==> config.mk <==
export PLATFORM = sky130hd
export DESIGN_NAME = baudgen_top
export DESIGN_NICKNAME = d
export VERILOG_FILES = /design/src/rtl/baudgen_pkg.sv /design/src/rtl/baudgen_ctrl.sv /design/src/rtl/baudgen_datapath.sv /design/src/rtl/baudgen_top.sv
export SDC_FILE = /design/constraint.sdc
export NUM_CORES = 1
export LEC_CHECK = 0
export BUFFER_PORTS_ARGS = -buffer_cell sky130_fd_sc_hd__buf_2
export CORE_MARGIN = 4
export CORE_UTILIZATION = 39
export CTS_BUF_LIST = sky130_fd_sc_hd__clkbuf_16
export DETAILED_ROUTE_END_ITERATION = 12
export HOLD_SLACK_MARGIN = 0.15
export SLEW_MARGIN = 25
export SYNTH_ARGS = -nofsm -noshare
export SYNTH_HDL_FRONTEND = slang
export SYNTH_HIERARCHICAL = 1
export SYNTH_SLANG_ARGS = --single-unit
==> constraint.sdc <==
create_clock -name clk -period 3.25 [get_ports clk]
set_input_delay 0.65 -clock clk [delete_from_list [all_inputs] [get_ports clk]]
set_output_delay 0.65 -clock clk [all_outputs]
set_load 0.05 [all_outputs]
==> src/rtl/baudgen_pkg.sv <==
package baudgen_pkg;

  localparam int DIV_W     = 13;
  localparam int NUM_PATHS = 2;
  localparam int PATH_TX   = 0;
  localparam int PATH_RX   = 1;

  typedef struct packed {
    logic                 reload;
    logic [NUM_PATHS-1:0] useInt;
    logic [NUM_PATHS-1:0] extRise;
  } bg_strobe_t;

  function automatic logic [DIV_W-1:0] rateDivisor(input logic [3:0] code);
    logic [DIV_W-1:0] d;
    case (code)
      4'd0:    d = DIV_W'(6144);
      4'd1:    d = DIV_W'(4096);
      4'd2:    d = DIV_W'(2793);
      4'd3:    d = DIV_W'(2284);
      4'd4:    d = DIV_W'(2048);
      4'd5:    d = DIV_W'(1536);
      4'd6:    d = DIV_W'(1024);
      4'd7:    d = DIV_W'(512);
      4'd8:    d = DIV_W'(292);
      4'd9:    d = DIV_W'(256);
      4'd10:   d = DIV_W'(171);
      4'd11:   d = DIV_W'(154);
      4'd12:   d = DIV_W'(128);
      4'd13:   d = DIV_W'(64);
      4'd14:   d = DIV_W'(32);
      default: d = DIV_W'(16);
    endcase
    return d;
  endfunction

endpackage

==> src/rtl/baudgen_ctrl.sv <==
module baudgen_ctrl
  import baudgen_pkg::*;
#(
  parameter int SYNC_STAGES = 2
) (
  input  logic                 clk,
  input  logic                 rst,
  input  logic [3:0]           rateSel,
  input  logic [1:0]           clkSrc,
  input  logic [NUM_PATHS-1:0] extClk,
  output bg_strobe_t           strobe
);

  logic [3:0]           codeQ;
  logic [NUM_PATHS-1:0] riseVec;

  // last code seen; a mismatch requests a divider restart
  always_ff @(posedge clk) codeQ <= rateSel;

  for (genvar p = 0; p < NUM_PATHS; p++) begin : g_sync
    logic [SYNC_STAGES-1:0] syncQ;
    logic                   prevQ;

    always_ff @(posedge clk) begin
      if (rst) begin
        syncQ <= '0;
        prevQ <= 1'b0;
      end else begin
        syncQ <= {syncQ[SYNC_STAGES-2:0], extClk[p]};
        prevQ <= syncQ[SYNC_STAGES-1];
      end
    end

    assign riseVec[p] = syncQ[SYNC_STAGES-1] & ~prevQ;
  end

  always_comb begin
    strobe.reload  = (rateSel != codeQ);
    strobe.useInt  = clkSrc;
    strobe.extRise = riseVec;
  end

endmodule

==> src/rtl/baudgen_datapath.sv <==
module baudgen_datapath
  import baudgen_pkg::*;
#(
  parameter int BIT_DIV = 16
) (
  input  logic                 clk,
  input  logic                 rst,
  input  logic [3:0]           rateSel,
  input  bg_strobe_t           strobe,
  output logic [NUM_PATHS-1:0] tick16,
  output logic [NUM_PATHS-1:0] tickBit
);

  localparam int BIT_W = $clog2(BIT_DIV);

  logic [DIV_W-1:0] divisor;
  logic [DIV_W-1:0] divCnt;
  logic             wrap;

  assign divisor = rateDivisor(rateSel);
  assign wrap    = (divCnt == '0) && !strobe.reload;

  // shared down-counter for every internally clocked path
  always_ff @(posedge clk) begin
    if (rst || strobe.reload || divCnt == '0) begin
      divCnt <= divisor - DIV_W'(1);
    end else begin
      divCnt <= divCnt - DIV_W'(1);
    end
  end

  for (genvar p = 0; p < NUM_PATHS; p++) begin : g_path
    logic             tickQ;
    logic [BIT_W-1:0] bitCnt;

    always_ff @(posedge clk) begin
      if (rst) begin
        tickQ <= 1'b0;
      end else begin
        tickQ <= strobe.useInt[p] ? wrap : strobe.extRise[p];
      end
    end

    always_ff @(posedge clk) begin
      if (rst) begin
        bitCnt <= '0;
      end else if (tickQ) begin
        bitCnt <= (bitCnt == BIT_W'(BIT_DIV-1)) ? '0 : bitCnt + BIT_W'(1);
      end
    end

    assign tick16[p]  = tickQ;
    assign tickBit[p] = tickQ && (bitCnt == BIT_W'(BIT_DIV-1));
  end

endmodule

==> src/rtl/baudgen_top.sv <==
module baudgen_top
  import baudgen_pkg::*;
(
  input  logic       clk,
  input  logic       rst,
  input  logic [3:0] rateSel,
  input  logic [1:0] clkSrc,
  input  logic       extTxClk,
  input  logic       extRxClk,
  output logic       txTick16,
  output logic       txTickBit,
  output logic       rxTick16,
  output logic       rxTickBit
);

  bg_strobe_t           strobe;
  logic [NUM_PATHS-1:0] tick16;
  logic [NUM_PATHS-1:0] tickBit;
  logic [NUM_PATHS-1:0] extClk;

  assign extClk[PATH_TX] = extTxClk;
  assign extClk[PATH_RX] = extRxClk;

  baudgen_ctrl #(.SYNC_STAGES(2)) u_ctrl (
    .clk    (clk),
    .rst    (rst),
    .rateSel(rateSel),
    .clkSrc (clkSrc),
    .extClk (extClk),
    .strobe (strobe)
  );

  baudgen_datapath #(.BIT_DIV(16)) u_dp (
    .clk    (clk),
    .rst    (rst),
    .rateSel(rateSel),
    .strobe (strobe),
    .tick16 (tick16),
    .tickBit(tickBit)
  );

  assign txTick16  = tick16[PATH_TX];
  assign txTickBit = tickBit[PATH_TX];
  assign rxTick16  = tick16[PATH_RX];
  assign rxTickBit = tickBit[PATH_RX];

endmodule

Word level (Yosys, flattened, before mapping)
Memories as Yosys holds them, arrays and structs flattened.
Cells that the tools add are included.
Widths: inputs -> output; s select.
{"block": "word_totals", "wordCells": 34, "ff_bits": 33, "rom_bits": 208, "output_inout_bits": 4, "mem_count": 1}
{"block": "classes", "reduce_logical": 7, "eq_ne": 3, "n_bitwise": 4, "mux": 5, "add_sub_neg": 4}
{"name": "(name not given)", "words": 16, "width": 13, "read_ports": 1, "rd_clocked_by_memory_dff": 0, "wr": 0, "line": "baudgen_pkg.sv:16", "source": "case (code)"}
{"op": "$sub 13x1->13 const B", "count": 2}
{"op": "$logic_not 13->1", "count": 1}
{"op": "$mux 13", "count": 1}
{"op": "$add 4x1->4 const B", "count": 2}
{"op": "$eq 4x4->1 const B", "count": 2}
{"op": "$mux 4", "count": 2}
{"op": "$ne 4x4->1", "count": 1}
{"op": "$logic_and 1x1->1", "count": 3}
{"op": "$and 1x1->1", "count": 2}
{"op": "$logic_or 1x1->1", "count": 2}
{"op": "$mux 1", "count": 2}
{"op": "$not 1->1", "count": 2}
{"op": "$logic_not 1->1", "count": 1}

Longest topological paths before layout
{"block": "depth", "word_depth": 4, "ltp_mapped": 13, "mapped_depth_nobuf": 11}

Cells and area by module
The synthesis kept the hierarchy.
{"module": "baudgen_datapath", "area_per_inst_um2": 1655.3, "cells_per_inst": 196, "n_inst": 1, "seq_area_each_um2": 460.4}
{"module": "baudgen_ctrl", "area_per_inst_um2": 306.5, "cells_per_inst": 25, "n_inst": 1, "seq_area_each_um2": 200.2}

Worst setup path before layout
OpenSTA, ideal clock, no wires.
{"block": "synth_path", "path_kind": "input to register", "startpoint": "input port rateSel[2]", "endpoint": "register u_dp.divCnt[12]", "arrival_ps": 3010, "path_buffers": 2, "slack_ps": 119, "setup_time_ps": 121, "cell_stages": 13, "required_time_ps": 3129, "cell_sequence": "xnor2_1 > nand4_1 > or2_2 > buf_2 > a41oi_4 > buf_2 > nor2_1 > a32oi_1 > ha_1 > o311a_4 > o21ai_1 > nand3b_1 > xor2_1"}
{"element": "start: declaration", "line": "baudgen_top.sv:6", "source": "input logic [3:0] rateSel,"}
{"element": "end signal: assignment", "line": "baudgen_datapath.sv:26", "source": "divCnt <= divisor - DIV_W'(1);"}
{"element": "end signal: assignment", "line": "baudgen_datapath.sv:28", "source": "divCnt <= divCnt - DIV_W'(1);"}
{"element": "end: declaration", "line": "baudgen_datapath.sv:17", "source": "logic [DIV_W-1:0] divCnt;"}

==> qor.tcl <==
set qor(run_status) {finished, final reports clean}
set qor(min_path_cells) 1
set qor(min_to) {u_ctrl/g_sync[1].syncQ[1]$_SDFF_PP0_}
set qor(routedLengthMet1_um) 2200
set qor(first_pass_grt_wire_length_um) 7776
set qor(seq_area_frac_synth_pct) 33.67
set qor(final_hold_violations) 0
set qor(grt_pass1_vias) 1591
set qor(clock_tree_from_tritoncts) {built}
set qor(detail_route.first_pass.iterations) 4
set qor(power_density_nw_per_um2) 543.0
set qor(placed_cells) 299
set qor(worst_hold_path_type) {register to register}
set qor(share_of_synthesized_registers_carrying_an_async_set_or_reset_pct) 0
set qor(worst-r2r-setup-slack_ns) 0.58
set qor(clk_transition_reported_paths_ns) 0.06
set qor(clock_network_latency_to_the_later_pin_of_the_worst_skew_pair_ns) 0.28
set qor(endpoint_of_the_worst_register_to_register_path) {u_dp/divCnt[12]$_DFF_P_}
set qor(clk_root_buffer_cell) {sky130_fd_sc_hd__clkbuf_16}
set qor(max-vdd-ir-drop_uv) 297.2
set qor(tightest_slew_ns) 0.4968
set qor(post_cts_hold_buffer_count) 0
set qor(area.growth.synth_to_final_pct) 16.90
set qor(r2r-start) {u_ctrl/codeQ[2]$_DFF_P_}
set qor(fin_total_pwr_mw) 1.245
set qor(die-width_um) 78.93
set qor(syn-instance-count) 221
set qor(ys_types) 51
set qor(setup-violations-final) 0
set qor(die_ar_um2) 6229
set qor(postLayoutCoreUtil_pct) 47.92
set qor(worst-endpoint-required_ns) 3.42
set qor(worstSetupEndpointType) {register}
set qor(timing.reg2reg.worst_path_depth) 11
set qor(setup.worst_path.class) {input port to register}
set qor(fill_cell_instance_count_of_the_final_layout) 468
set qor(hold_start) {u_ctrl/g_sync[1].syncQ[0]$_SDFF_PP0_}
set qor(skew_ns) 0.004332
set qor(die_height_um) 78.93
set qor(floorplan.initialDensity_pct) 40.99
set qor(met3WireLength_um) 199
set qor(dpl-instance-area_um2) 2122
set qor(postCtsSetupBuffers) 0
set qor(drive_gt1_share_pct) 18.33
set qor(drt-total-wl_um) 4369
set qor(detail_route.iter0.violations) 143
set qor(groute.usage.overall_pct) 15.66
set qor(path_max_fanout) 9
set qor(antenna_cells_inserted) 0
set qor(fp.coreArea_um2) 4786
set qor(timing.final.ws_setup_ns) 0.4011
set qor(finalNonFillerCells) 307
set qor(boundaryPins) 14
set qor(maxSlewHeadroom_pct) 66.63
set qor(cts.repair.resized) 0
set qor(synth-edff-count) 0
set qor(synth-main-ff-cell) {sky130_fd_sc_hd__dfxtp_1}
set qor(htree_levels) 2
set qor(buffer_depth_of_the_longest_clock_path) 2
set qor(place_hpwl_um) 3185
set qor(yosys_register_bits) 33
set qor(antenna_violations_before_repair) 0
set qor(layout_min_cycle_time_ns) 2.849
set qor(rows) 25
set qor(detail_route.drc_violations) 0
set qor(post-route-cell-area_um2) 2293
set qor(worst_ep_arrival_time_ns) 3.02
set qor(kind_of_start_point_of_the_critical_path) {input port}
set qor(p_leak_nw) 0.9094
set qor(mappedNetlistArea_um2) 1962
set qor(layout.nets) 257
set qor(highest-signal-layer) {met4}
set qor(max_freq_ghz) 0.3510
set qor(cts_made_buffers) 5
set qor(detailedPlace.worstSlack_ns) 0.09166
set qor(num_vias) 1638
set qor(tritoncts_num_sinks) 33
set qor(buffer_ports.inserted) 13
set qor(setup_tns_ns) 0
set qor(met2_wirelength_um) 1883
set qor(vias_per_cell) 5.336
set qor(grt_overflow_total) 0
set qor(rsz_0062_raised_after_global_routing) {no}
set qor(maximum_number_of_pins_on_one_net_before_global_route_repair) 22
set qor(synth.net_count) 239
set qor(final_cycle_utilization_of_the_critical_path_pct) 87.66
set qor(synth_area_per_cell_um2) 8.877
set qor(yosys_warnings) 6
set qor(max-cap-violations) 0
set qor(holdWs_ns) 0.4368
set qor(drt-wirelength-per-cell_um) 14.23
set qor(drt.antenna.violating_nets) 0
set qor(report.final.slew_viol_count) 0
set qor(place.gp.congestion) 0.8136
-- worst max-delay path, cell delays in order --
cell and delay [ns]:
sky130_fd_sc_hd__buf_2 0.16, sky130_fd_sc_hd__xnor2_1 0.13, sky130_fd_sc_hd__nand4_1 0.14, sky130_fd_sc_hd__or2_2 0.40
sky130_fd_sc_hd__a41o_2 0.26, sky130_fd_sc_hd__and3_1 0.18, sky130_fd_sc_hd__a21oi_1 0.16, sky130_fd_sc_hd__ha_1 0.25
sky130_fd_sc_hd__o311a_4 0.25, sky130_fd_sc_hd__o21ai_1 0.11, sky130_fd_sc_hd__nand3b_1 0.18, sky130_fd_sc_hd__xor2_1 0.15
-- synth_stat cells (all sizes together), types with 8 or more instances --
master   n  share of area (%)
buf      8                2.5
xnor2   10                4.5
nor2    26                5.0
nor3    11                2.8
nor2b    9                2.9
ha       8                5.1
dfxtp   33                 34
a21oi   13                3.3
nand2   14                2.7
-- placed cells by master (no fill, tap or decap), types with 5 or more instances in the layout --
| cell type | instances |
|---|---|
| sky130_fd_sc_hd__a21oi_1 | 13 |
| sky130_fd_sc_hd__a31oi_1 | 5 |
| sky130_fd_sc_hd__buf_2 | 13 |
| sky130_fd_sc_hd__buf_4 | 10 |
| sky130_fd_sc_hd__clkbuf_16 | 5 |
| sky130_fd_sc_hd__dfxtp_1 | 33 |
| sky130_fd_sc_hd__ha_1 | 8 |
| sky130_fd_sc_hd__inv_1 | 6 |
| sky130_fd_sc_hd__mux2i_1 | 6 |
| sky130_fd_sc_hd__nand2_1 | 14 |
| sky130_fd_sc_hd__nand3_1 | 6 |
| sky130_fd_sc_hd__nor2_1 | 26 |
| sky130_fd_sc_hd__nor2b_1 | 9 |
| sky130_fd_sc_hd__nor3_1 | 11 |
| sky130_fd_sc_hd__xnor2_1 | 10 |
| sky130_fd_sc_hd__xor2_1 | 6 |
-- state kept, by name (all words and copies together) (netlist names) --
register	cells
u_dp/g_path.tickQ	2
u_dp/g_path.bitCnt	8
u_dp/divCnt	13
u_ctrl/g_sync.syncQ	4
u_ctrl/g_sync.prevQ	2
u_ctrl/codeQ	4
-- final cells by class --
type,count,area (µm²),area share (%)
clock inverters,3,46.29,2.019
repair buffers,23,140.1,6.110
multi-input cells,170,1215,52.97
well taps,67,83.83,3.655
flip-flops and latches,33,660.6,28.81
clock buffers,5,125.1,5.456
inverters,6,22.52,0.9820
-- routing by layer --
| metal | vias up | global-route usage, % |
|---|---|---|
| met4 | 0 | 4.811 |
| met5 | - | 0 |
| met2 | 40 | 24.45 |
| li1 | 837 | - |
| met3 | 6 | 3.741 |
| met1 | 755 | 21.35 |
-- power by group --
group	internal, mW	switching, mW	total [mW]
clock	0.363	0.187	0.550
combinational	0.0945	0.113	0.208
sequential	0.441	0.0469	0.488
-- worst max path at each step --
stage / start / end / slack (ns) / depth (start not counted)
floorplan: rateSel[2] / u_dp/divCnt[12]$_DFF_P_ / 0.12 / 13
CTS: rateSel[0] / u_dp/divCnt[12]$_DFF_P_ / 0.40 / 12
detailed placement: rateSel[0] / u_dp/divCnt[12]$_DFF_P_ / 0.09 / 12
global route: rateSel[0] / u_dp/divCnt[12]$_DFF_P_ / 0.19 / 12
global placement: rateSel[2] / u_dp/divCnt[12]$_DFF_P_ / 0.17 / 12
finish: rateSel[0] / u_dp/divCnt[12]$_DFF_P_ / 0.40 / 12
-- cells by family after synthesis --
family / synth area share [%]
DFF: 33.67
AOI/OAI and AO/OA: 21.05
adders and majority gates: 5.102
buffers and inverters: 4.400
muxes: 4.209
and+or+nand+nor: 24.43
xor gates and xnor gates: 7.143
Note: power is estimated with default switching activity, not from simulation.
